## src/rtl/irqq_pkg.sv

```systemverilog
package irqq_pkg;
  typedef enum logic {HS_FREE = 1'b0, HS_BUSY = 1'b1} hs_state_e;
endpackage

```

## src/rtl/irqq_capture.sv

```systemverilog
module irqq_capture #(
  parameter int N_SRC = 4,
  localparam int SRC_W = $clog2(N_SRC)
) (
  input  logic             clk_i,
  input  logic             rst_ni,
  input  logic [N_SRC-1:0] req_i,
  output logic             wr_valid_o,
  output logic [SRC_W-1:0] wr_id_o
);
  logic [N_SRC-1:0] req_q, hold_q, pend, pick;

  always_comb begin
    pend = hold_q | (req_i & ~req_q);
    pick = '0;
    wr_id_o = '0;
    for (int k = N_SRC - 1; k >= 0; k--) begin
      if (pend[k]) begin
        pick = '0;
        pick[k] = 1'b1;
        wr_id_o = SRC_W'(k);
      end
    end
    wr_valid_o = |pend;
  end

  always_ff @(posedge clk_i or negedge rst_ni) begin
    if (!rst_ni) begin
      req_q  <= '0;
      hold_q <= '0;
    end else begin
      req_q  <= req_i;
      hold_q <= pend & ~pick;
    end
  end
endmodule

```

## src/rtl/irqq_ring.sv

```systemverilog
module irqq_ring #(
  parameter int DEPTH = 8,
  parameter int SRC_W = 2,
  localparam int PTR_W = $clog2(DEPTH)
) (
  input  logic             clk_i,
  input  logic             rst_ni,
  input  logic             wr_valid_i,
  input  logic [SRC_W-1:0] wr_id_i,
  input  logic             pop_i,
  input  logic             ovf_clr_i,
  output logic [SRC_W-1:0] head_o,
  output logic             empty_o,
  output logic             full_o,
  output logic             ovf_o
);
  logic [SRC_W-1:0] mem_q [DEPTH];
  logic [PTR_W:0]   wr_ptr_q, rd_ptr_q;
  logic             do_wr, do_drop;

  assign empty_o = (wr_ptr_q == rd_ptr_q);
  assign full_o  = (wr_ptr_q[PTR_W] != rd_ptr_q[PTR_W]) &&
                   (wr_ptr_q[PTR_W-1:0] == rd_ptr_q[PTR_W-1:0]);
  assign do_wr   = wr_valid_i && !full_o;
  assign do_drop = wr_valid_i && full_o;
  assign head_o  = mem_q[rd_ptr_q[PTR_W-1:0]];

  always_ff @(posedge clk_i or negedge rst_ni) begin
    if (!rst_ni) begin
      wr_ptr_q <= '0;
      rd_ptr_q <= '0;
      ovf_o    <= 1'b0;
      for (int i = 0; i < DEPTH; i++) mem_q[i] <= '0;
    end else begin
      if (do_wr) begin
        mem_q[wr_ptr_q[PTR_W-1:0]] <= wr_id_i;
        wr_ptr_q <= wr_ptr_q + 1'b1;
      end
      if (pop_i && !empty_o) rd_ptr_q <= rd_ptr_q + 1'b1;
      if (do_drop)        ovf_o <= 1'b1;
      else if (ovf_clr_i) ovf_o <= 1'b0;
    end
  end
endmodule

```

## src/rtl/irqq_deliver.sv

```systemverilog
module irqq_deliver
  import irqq_pkg::*;
(
  input  logic clk_i,
  input  logic rst_ni,
  input  logic empty_i,
  input  logic ack_i,
  input  logic ret_i,
  output logic irq_o,
  output logic pop_o,
  output logic busy_o
);
  hs_state_e st_q;

  assign busy_o = (st_q == HS_BUSY);
  assign irq_o  = !empty_i && !busy_o;
  assign pop_o  = ack_i && irq_o;

  always_ff @(posedge clk_i or negedge rst_ni) begin
    if (!rst_ni)    st_q <= HS_FREE;
    else if (pop_o) st_q <= HS_BUSY;
    else if (ret_i) st_q <= HS_FREE;
  end
endmodule

```

## src/rtl/irq_fifo_queue.sv

```systemverilog
module irq_fifo_queue #(
  parameter int N_SRC = 4,
  parameter int DEPTH = 8,
  localparam int SRC_W = $clog2(N_SRC)
) (
  input  logic             clk_i,
  input  logic             rst_ni,
  input  logic [N_SRC-1:0] req_i,
  output logic             irq_o,
  output logic [SRC_W-1:0] irq_id_o,
  input  logic             ack_i,
  input  logic             ret_i,
  output logic             ovf_o,
  input  logic             ovf_clr_i
);
  logic             wr_valid, empty, full, pop, busy;
  logic [SRC_W-1:0] wr_id;

  irqq_capture #(.N_SRC(N_SRC)) u_cap (
    .clk_i, .rst_ni, .req_i, .wr_valid_o(wr_valid), .wr_id_o(wr_id)
  );

  irqq_ring #(.DEPTH(DEPTH), .SRC_W(SRC_W)) u_ring (
    .clk_i, .rst_ni, .wr_valid_i(wr_valid), .wr_id_i(wr_id), .pop_i(pop),
    .ovf_clr_i, .head_o(irq_id_o), .empty_o(empty), .full_o(full), .ovf_o
  );

  irqq_deliver u_dlv (
    .clk_i, .rst_ni, .empty_i(empty), .ack_i, .ret_i,
    .irq_o, .pop_o(pop), .busy_o(busy)
  );
endmodule

```

## config.mk

```make
export PLATFORM = sky130hd
export DESIGN_NAME = irq_fifo_queue
export DESIGN_NICKNAME = d
export VERILOG_FILES = /design/src/rtl/irqq_pkg.sv /design/src/rtl/irqq_capture.sv /design/src/rtl/irqq_ring.sv /design/src/rtl/irqq_deliver.sv /design/src/rtl/irq_fifo_queue.sv
export SDC_FILE = /design/constraint.sdc
export NUM_CORES = 1
export LEC_CHECK = 0
export ABC_CLOCK_PERIOD_IN_PS = 2600
export BUFFER_PORTS_ARGS = -buffer_cell sky130_fd_sc_hd__buf_2
export CAP_MARGIN = 10
export CORE_MARGIN = 5
export CORE_UTILIZATION = 58
export CTS_CLUSTER_SIZE = 30
export DETAILED_ROUTE_END_ITERATION = 8
export HOLD_SLACK_MARGIN = 0.02
export PLACE_DENSITY_LB_ADDON = 0.12
export SYNTH_ARGS = -nofsm -noshare
export SYNTH_HDL_FRONTEND = slang
export SYNTH_HIERARCHICAL = 1
export SYNTH_SLANG_ARGS = --single-unit
export TNS_END_PERCENT = 30
```

## constraint.sdc

```tcl
create_clock -name clk_i -period 2.6 [get_ports clk_i]
set_clock_uncertainty 0.15 [all_clocks]
set_input_delay 0.65 -clock clk_i [delete_from_list [all_inputs] [get_ports clk_i]]
set_output_delay 0.65 -clock clk_i [all_outputs]
set_load 0.01 [all_outputs]
```

==> flow_summary.toml, run 1 <==
[run_status]
status = "completed"

[setup_path]
crit_path_end_kind = "output port"
crit_path_cell_trace = "mux4_2 -> mux2_4 -> buf_6"
path_class = "flop to output port"
arrival_ns = 1.76
critical_path.max_fanout = 6
r2r_cells = 4
required_ns = 1.80
crit_slowest_cell = "mux4_2"
slowest_delay_ns = 0.54
startpoint_type = "flop"

[global_routing]
grt_pass1_wl_mm = 5.078
grt_max_degree = 34
first_global_vias = 1070
grt-ovfl-total = 0
antenna_found_initial = 0
grtUsageTotal = 0.1693

[floorplan]
rows = 19
die-area_um2 = 3930
die_y_um = 62.69
core_um2 = 2710
die_w_um = 62.69
ioPinCount = 13
initial_utilization = 0.5942

[synth]
yosys.area.top_type = "dfrtp_1"
synth_edf_count = 0
syn_nets = 138
synth.avg_cell_area_um2 = 12.68
synth-seq-area-share = 0.5128
synth.distinct_cells = 31
ys_ff_latch = 33
synth_most_common_cell = "dfrtp_1"
synth_top_area_frac = 0.5128
ys_async_sr_fraction = 1.000
ys_top_cells_by_area = "dfrtp_1 (51%), mux2_2 (13%), mux4_2 (5.6%), xnor2_1 (3.8%), nand4_1 (2.3%)"
synth-main-ff-cell = "dfrtp_1"
yosysWarnings = 6
yosys-top-cells-count = "dfrtp_1 (33), mux2_2 (18), inv_1 (7), xnor2_1 (7)"
syn-cell-area_um2 = 1610
syn_inst = 127

[placed_design]
pre_cts_slack_ns = 0.2558
globalplace.congestion = 0.7537
portBuffers = 12
dp_hpwl_mm = 2.100

[clock_tree]
max-clock-path-buffers = 2
h-tree-depth = 2
cts_tree = "yes"
clk_pin_slew_ns = 0.09
clock_latency_ns = 0.33
root_buffer = "clkbuf_4"
cts_sinks = 33
cts_buffers = 5

[final_layout]
multiInputGateArea_um2 = 738.2
nFillCells = 226
fin_util = 0.6528
nNetsFinal = 152
drive_gt1_frac = 0.3873
area_growth_pct = 9.868
regArea_um2 = 827.0
diodes = 0

[timing]
fin_ws_ns = 0.03913
period_needed_ns = 2.561
relSlewSlack = 0.5253
fin_hold_ws_ns = 0.2062
finalSetupViolations = 0
worstMarginPinSlew_ns = 0.7120
hold_viol_final = 0
slew_violations = 0
finalCritPeriodShare = 0.9850
clock.fmax_mhz = 390.5
rsz0062_at_grt = "true"

[route]
detail-route-antenna-nets = 0
dr.pass1.iters = 4
route.detailed.drc = 0
postRouteWirelength_mm = 2.814
drt_iter0_drc = 32
avgViaCountPerCell = 5.867
wire_per_inst_um = 16.27
vias = 1015

[power_and_ir_drop]
ir_drop_v = 0.0007350
p_per_area_nw_per_um2 = 1234
p_leak_nw = 0.8175

[worst_hold_path]
hp-class = "input pin to asynchronous set/reset pin"

[job]
cap_violations = 0
[metrics by stage]
| step | power [mW] | instances | setup TNS, ns | area, µm² |
|---|---|---|---|---|
| 2_1_floorplan | 1.636 | 127 | 0 | 1610 |
| 3_3_place_gp | 1.780 | 164 | 0 | 1680 |
| 3_5_place_dp | 1.829 | 164 | 0 | 1680 |
| 4_1_cts | 2.122 | 173 | 0 | 1740 |
| 5_1_grt | 2.351 | 173 | -0.01379 | 1769 |
| 6_report | 2.183 | 173 | 0 | 1769 |
[layout by cell type, fill, tap and decap left out, types with 4 or more instances in the layout]
master / count
mux2_2: 17
clkbuf_4: 5
nor2_1: 6
nand3_1: 5
nand4_1: 6
nand2_1: 5
inv_1: 7
a21oi_1: 4
xnor2_1: 6
nor2b_1: 4
buf_2: 10
mux4_2: 4
dfrtp_1: 32
[state kept, by name, indices dropped and copies added (netlist names)]
| name | flops |
|---|---|
| u_ring/rd_ptr_q | 4 |
| u_ring/ovf_o | 1 |
| u_dlv/busy_o | 1 |
| u_ring/wr_ptr_q | 4 |
| u_cap/req_q | 4 |
| u_ring/mem_q | 16 |
| u_cap/hold_q | 3 |
[final timing paths]
kind | start | endpoint | slack [ns]
setup / recovery | u_ring/rd_ptr_q[0] | irq_id_o[1] | 0.04
hold / removal | rst_ni | u_cap/hold_q[2] | 0.21
setup reg to reg | u_ring/wr_ptr_q[0] | u_ring/mem_q[3] | 0.48
hold reg to reg | u_ring/mem_q[4] | u_ring/mem_q[4] | 0.37
max in group asynchronous | rst_ni | u_ring/rd_ptr_q[0] | 1.59
min in group clk_i | req_i[0] | u_cap/req_q[0] | 0.28
[layer usage]
metal,vias up,global-route usage,part of all wire
met5,-,0,0
met4,0,0.08753,0.028
met3,10,0.07014,0.053
met2,18,0.2617,0.48
met1,505,0.2007,0.43
li1,482,-,-
[cell type report]
| cell class | count | share of cell area |
|---|---|---|
| inverter | 7 | 0.01485 |
| tap | 31 | 0.02192 |
| sequential | 33 | 0.4675 |
| multi-input combinational | 80 | 0.4173 |
| timing repair buffer | 14 | 0.04950 |
| clock buffer | 6 | 0.02334 |
| clock inverter | 2 | 0.005658 |
[timing repair]
action                                  4_1_cts  5_1_grt
setup buffers                                 1        0
hold buffers                                  0        0
endpoints found under the setup margin        2        3
resized for setup                             1        5
[worst max-delay path: cells and delay by family, from the launching register on]
family	cells	cell delay (ns)
mux	2	0.83
buf+inv	1	0.12
flops	1	0.47
[where the power goes]
group	internal (mW)	switching [mW]	total, mW
registers	0.718	0.218	0.936
logic	0.577	0.401	0.977
clock network	0.103	0.167	0.269
total	1.40	0.785	2.18
[logic make-up (layout without fill, tap and decap cells)]
| logic type | Yosys count | in the layout | share of synthesized area |
|---|---|---|---|
| AOI/OAI and AO/OA | 13 | 13 | 0.06216 |
| xor gates and xnor gates | 8 | 8 | 0.04351 |
| muxes | 24 | 24 | 0.2005 |
| adders and majority gates | 2 | 2 | 0.01554 |
| and+or+nand+nor | 33 | 33 | 0.1267 |
| buffers and inverters | 14 | 29 | 0.03885 |
| DFF | 33 | 33 | 0.5128 |
No activity file was read; power rests on OpenSTA's default activity.
==> inputs of run 2 (changes only) <==
--- a/config.mk
+++ b/config.mk
@@ -5,11 +5,12 @@
 export SDC_FILE = /design/constraint.sdc
 export NUM_CORES = 1
 export LEC_CHECK = 0
+export ABC_AREA = 1
 export ABC_CLOCK_PERIOD_IN_PS = 2600
 export BUFFER_PORTS_ARGS = -buffer_cell sky130_fd_sc_hd__buf_2
-export CAP_MARGIN = 10
-export CORE_MARGIN = 5
-export CORE_UTILIZATION = 58
+export CAP_MARGIN = 20
+export CORE_MARGIN = 4
+export CORE_UTILIZATION = 59
 export CTS_CLUSTER_SIZE = 30
 export DETAILED_ROUTE_END_ITERATION = 8
 export HOLD_SLACK_MARGIN = 0.02
==> run 2 against run 1 <==
Via count up 47%. Total power grew 6.8%. Final cell count grew 64%. Register-to-register slack gained 0.24 ns. Worst setup slack better by 0.12 ns. Die area grew 4.0%. Critical endpoint is now irq_o. Hold slack lost 0.0066 ns. Clock-buffer cell count rose by 1. Synthesized cell count up 81%.
==> flow_summary.toml, run 2 <==
[synth]
synth_edf_count = 0
ys_ff_latch = 33
synth_most_common_cell = "nand2_1"
yosys-top-cells-count = "nand2_1 (71), dfrtp_1 (33), nand4_1 (17)"
syn_inst = 230
syn-cell-area_um2 = 1846
synth.avg_cell_area_um2 = 8.024
ys_top_cells_by_area = "dfrtp_1 (45%), nand2_1 (14%), nand4_1 (5.8%), nand3_1 (4.3%), o21ai_0 (3.5%)"
yosysWarnings = 6
synth-seq-area-share = 0.4475
yosys.area.top_type = "dfrtp_1"
syn_nets = 241
ys_async_sr_fraction = 1.000
synth-main-ff-cell = "dfrtp_1"
synth_top_area_frac = 0.4475
synth.distinct_cells = 29

[clock_tree]
h-tree-depth = 2
postCtsHoldBufs = 0
clock_latency_ns = 0.34
clk_pin_slew_ns = 0.10
cts_buffers = 5
cts_sinks = 33
cts_tree = "yes"
max-clock-path-buffers = 2
root_buffer = "clkbuf_4"

[worst_hold_path]
hp-class = "input pin to asynchronous set/reset pin"

[route]
dr.pass1.iters = 5
wire_per_inst_um = 13.45
postRouteWirelength_mm = 3.805
detail-route-antenna-nets = 0
avgViaCountPerCell = 5.276
route.detailed.drc = 0
vias = 1493
drt_iter0_drc = 141

[setup_path]
crit_path_end_kind = "output port"
path_buf_inv = 2
required_ns = 1.80
slowest_delay_ns = 0.53
arrival_ns = 1.64
reg2reg_slack_ns = 0.72
crit_path_cell_trace = "xnor2_2 -> and2_1 -> nand2_2 -> inv_1 -> nor2_2 -> buf_2"
critical_path.max_fanout = 12
crit_slowest_cell = "dfrtp_1"
startpoint_type = "flop"
crit_family = "flip-flops"
path_class = "flop to output port"

[job]
cap_violations = 0

[global_routing]
first_global_vias = 1446
grt_pass1_wl_mm = 6.782
grtUsageTotal = 0.2141
antenna_found_initial = 0
grt_max_degree = 34
grt-ovfl-total = 0

[placed_design]
placed_area_um2 = 1871
portBuffers = 12
pre_cts_slack_ns = 0.4095
dp_hpwl_mm = 2.666
globalplace.congestion = 0.8677

[power_and_ir_drop]
p_per_area_nw_per_um2 = 1185
ir_drop_v = 0.0004848
p_leak_nw = 1.038

[final_layout]
largest_reg_flops = 16
drive_gt1_frac = 0.1967
nNetsFinal = 249
final_cell_mix = "nand2_1 (71), dfrtp_1 (30), nand4_1 (17), nand3_1 (16), inv_1 (15)"
nFillCells = 264
diodes = 0
layout_commonest_cell = "nand2_1"
regMostFlops = "u_ring/mem_q"
area_growth_pct = 6.576
final_area_um2 = 1967

[timing]
finalCritPeriodShare = 0.9377
hold_viol_final = 0
fin_tns_setup_ns = 0
fin_ws_ns = 0.1619
relSlewSlack = 0.5189
clock.fmax_mhz = 410.2
period_needed_ns = 2.438
slew_violations = 0
rsz0062_at_grt = "false"
worstMarginPinSlew_ns = 0.7217
finalSetupViolations = 0

[floorplan]
initial_utilization = 0.6095
die_y_um = 63.93
die-area_um2 = 4087
rows = 20
ioPinCount = 13
core_um2 = 3028
die_w_um = 63.93

[run_status]
status = "completed"
[run 2: changes by cell type in the layout (fill, tap and decap cells not counted), sizes merged, moves of 4 or more]
cell / change
mux4: -4
nand4: +12
mux2: -20
nor2: +11
o21ai: +13
nor2b: -6
nand3: +10
nor3: +8
xnor2: -5
inv: +16
nand2: +71
[run 2: cell type report]
class / instances / area, µm² / area share
clock inverter: 1 / 30.03 / 0.01527
clock buffer: 7 / 55.05 / 0.02799
inverter: 23 / 91.34 / 0.04644
timing repair buffer: 15 / 82.58 / 0.04198
sequential: 33 / 829.5 / 0.4218
multi-input combinational: 160 / 823.3 / 0.4186
tap: 44 / 55.05 / 0.02799
[run 2: worst paths after layout]
kind / from / endpoint / cells after the start
worst max-delay path: u_ring/rd_ptr_q[1] / irq_o / 6
worst min-delay path: rst_ni / u_cap/req_q[2] / 1
worst max register to register: u_ring/rd_ptr_q[1] / u_ring/rd_ptr_q[0] / 10
worst min register to register: u_cap/req_q[0] / u_cap/hold_q[1] / 1
max in group asynchronous: rst_ni / u_ring/rd_ptr_q[0] / 1
min in group clk_i: req_i[0] / u_cap/req_q[0] / 1
[run 2: cell families (layout without fill, tap and decap cells)]
kind of cell,Yosys count,in the layout,synth area share
flip-flops,33,33,0.4475
AO/OA/AOI/OAI,18,18,0.05830
XOR/XNOR,4,4,0.02306
adder cells (fa/ha/maj),2,2,0.01356
buffers and inverters,37,46,0.1064
AND/OR/NAND/NOR,136,136,0.3512
[run 2: per-stage QoR]
| stage | instances | hold WS (ns) | util | power, mW |
|---|---|---|---|---|
| after global placement | 274 | 0.3119 | 0.6178 | 1.841 |
| after detailed placement | 274 | 0.3172 | 0.6178 | 1.890 |
| after floorplan | 230 | 0.2044 | - | 1.717 |
| final | 283 | 0.1995 | 0.6496 | 2.331 |
| after CTS | 282 | 0.2115 | 0.6459 | 2.314 |
| after global routing | 283 | 0.2387 | 0.6496 | 2.543 |
[run 2: what timing repair did]
action,4_1_cts,5_1_grt
setup endpoints to repair,0,1
buffers inserted,0,1
gates resized for setup,0,3
[run 2: layer usage]
layer | up-vias | part of all wire | wire length (µm) | global-route usage
li1 | 758 | - | - | -
met1 | 684 | 0.44 | 1676 | 0.2909
met2 | 45 | 0.48 | 1826 | 0.3239
met3 | 6 | 0.065 | 247 | 0.06327
met4 | 0 | 0.014 | 55 | 0.07547
met5 | - | 0 | 0 | 0
[run 2: report_power, final]
group / switching [mW] / total, mW / internal [mW]
registers: 0.223 / 0.931 / 0.709
clock network: 0.176 / 0.405 / 0.230
logic: 0.610 / 0.994 / 0.384
total: 1.01 / 2.33 / 1.32
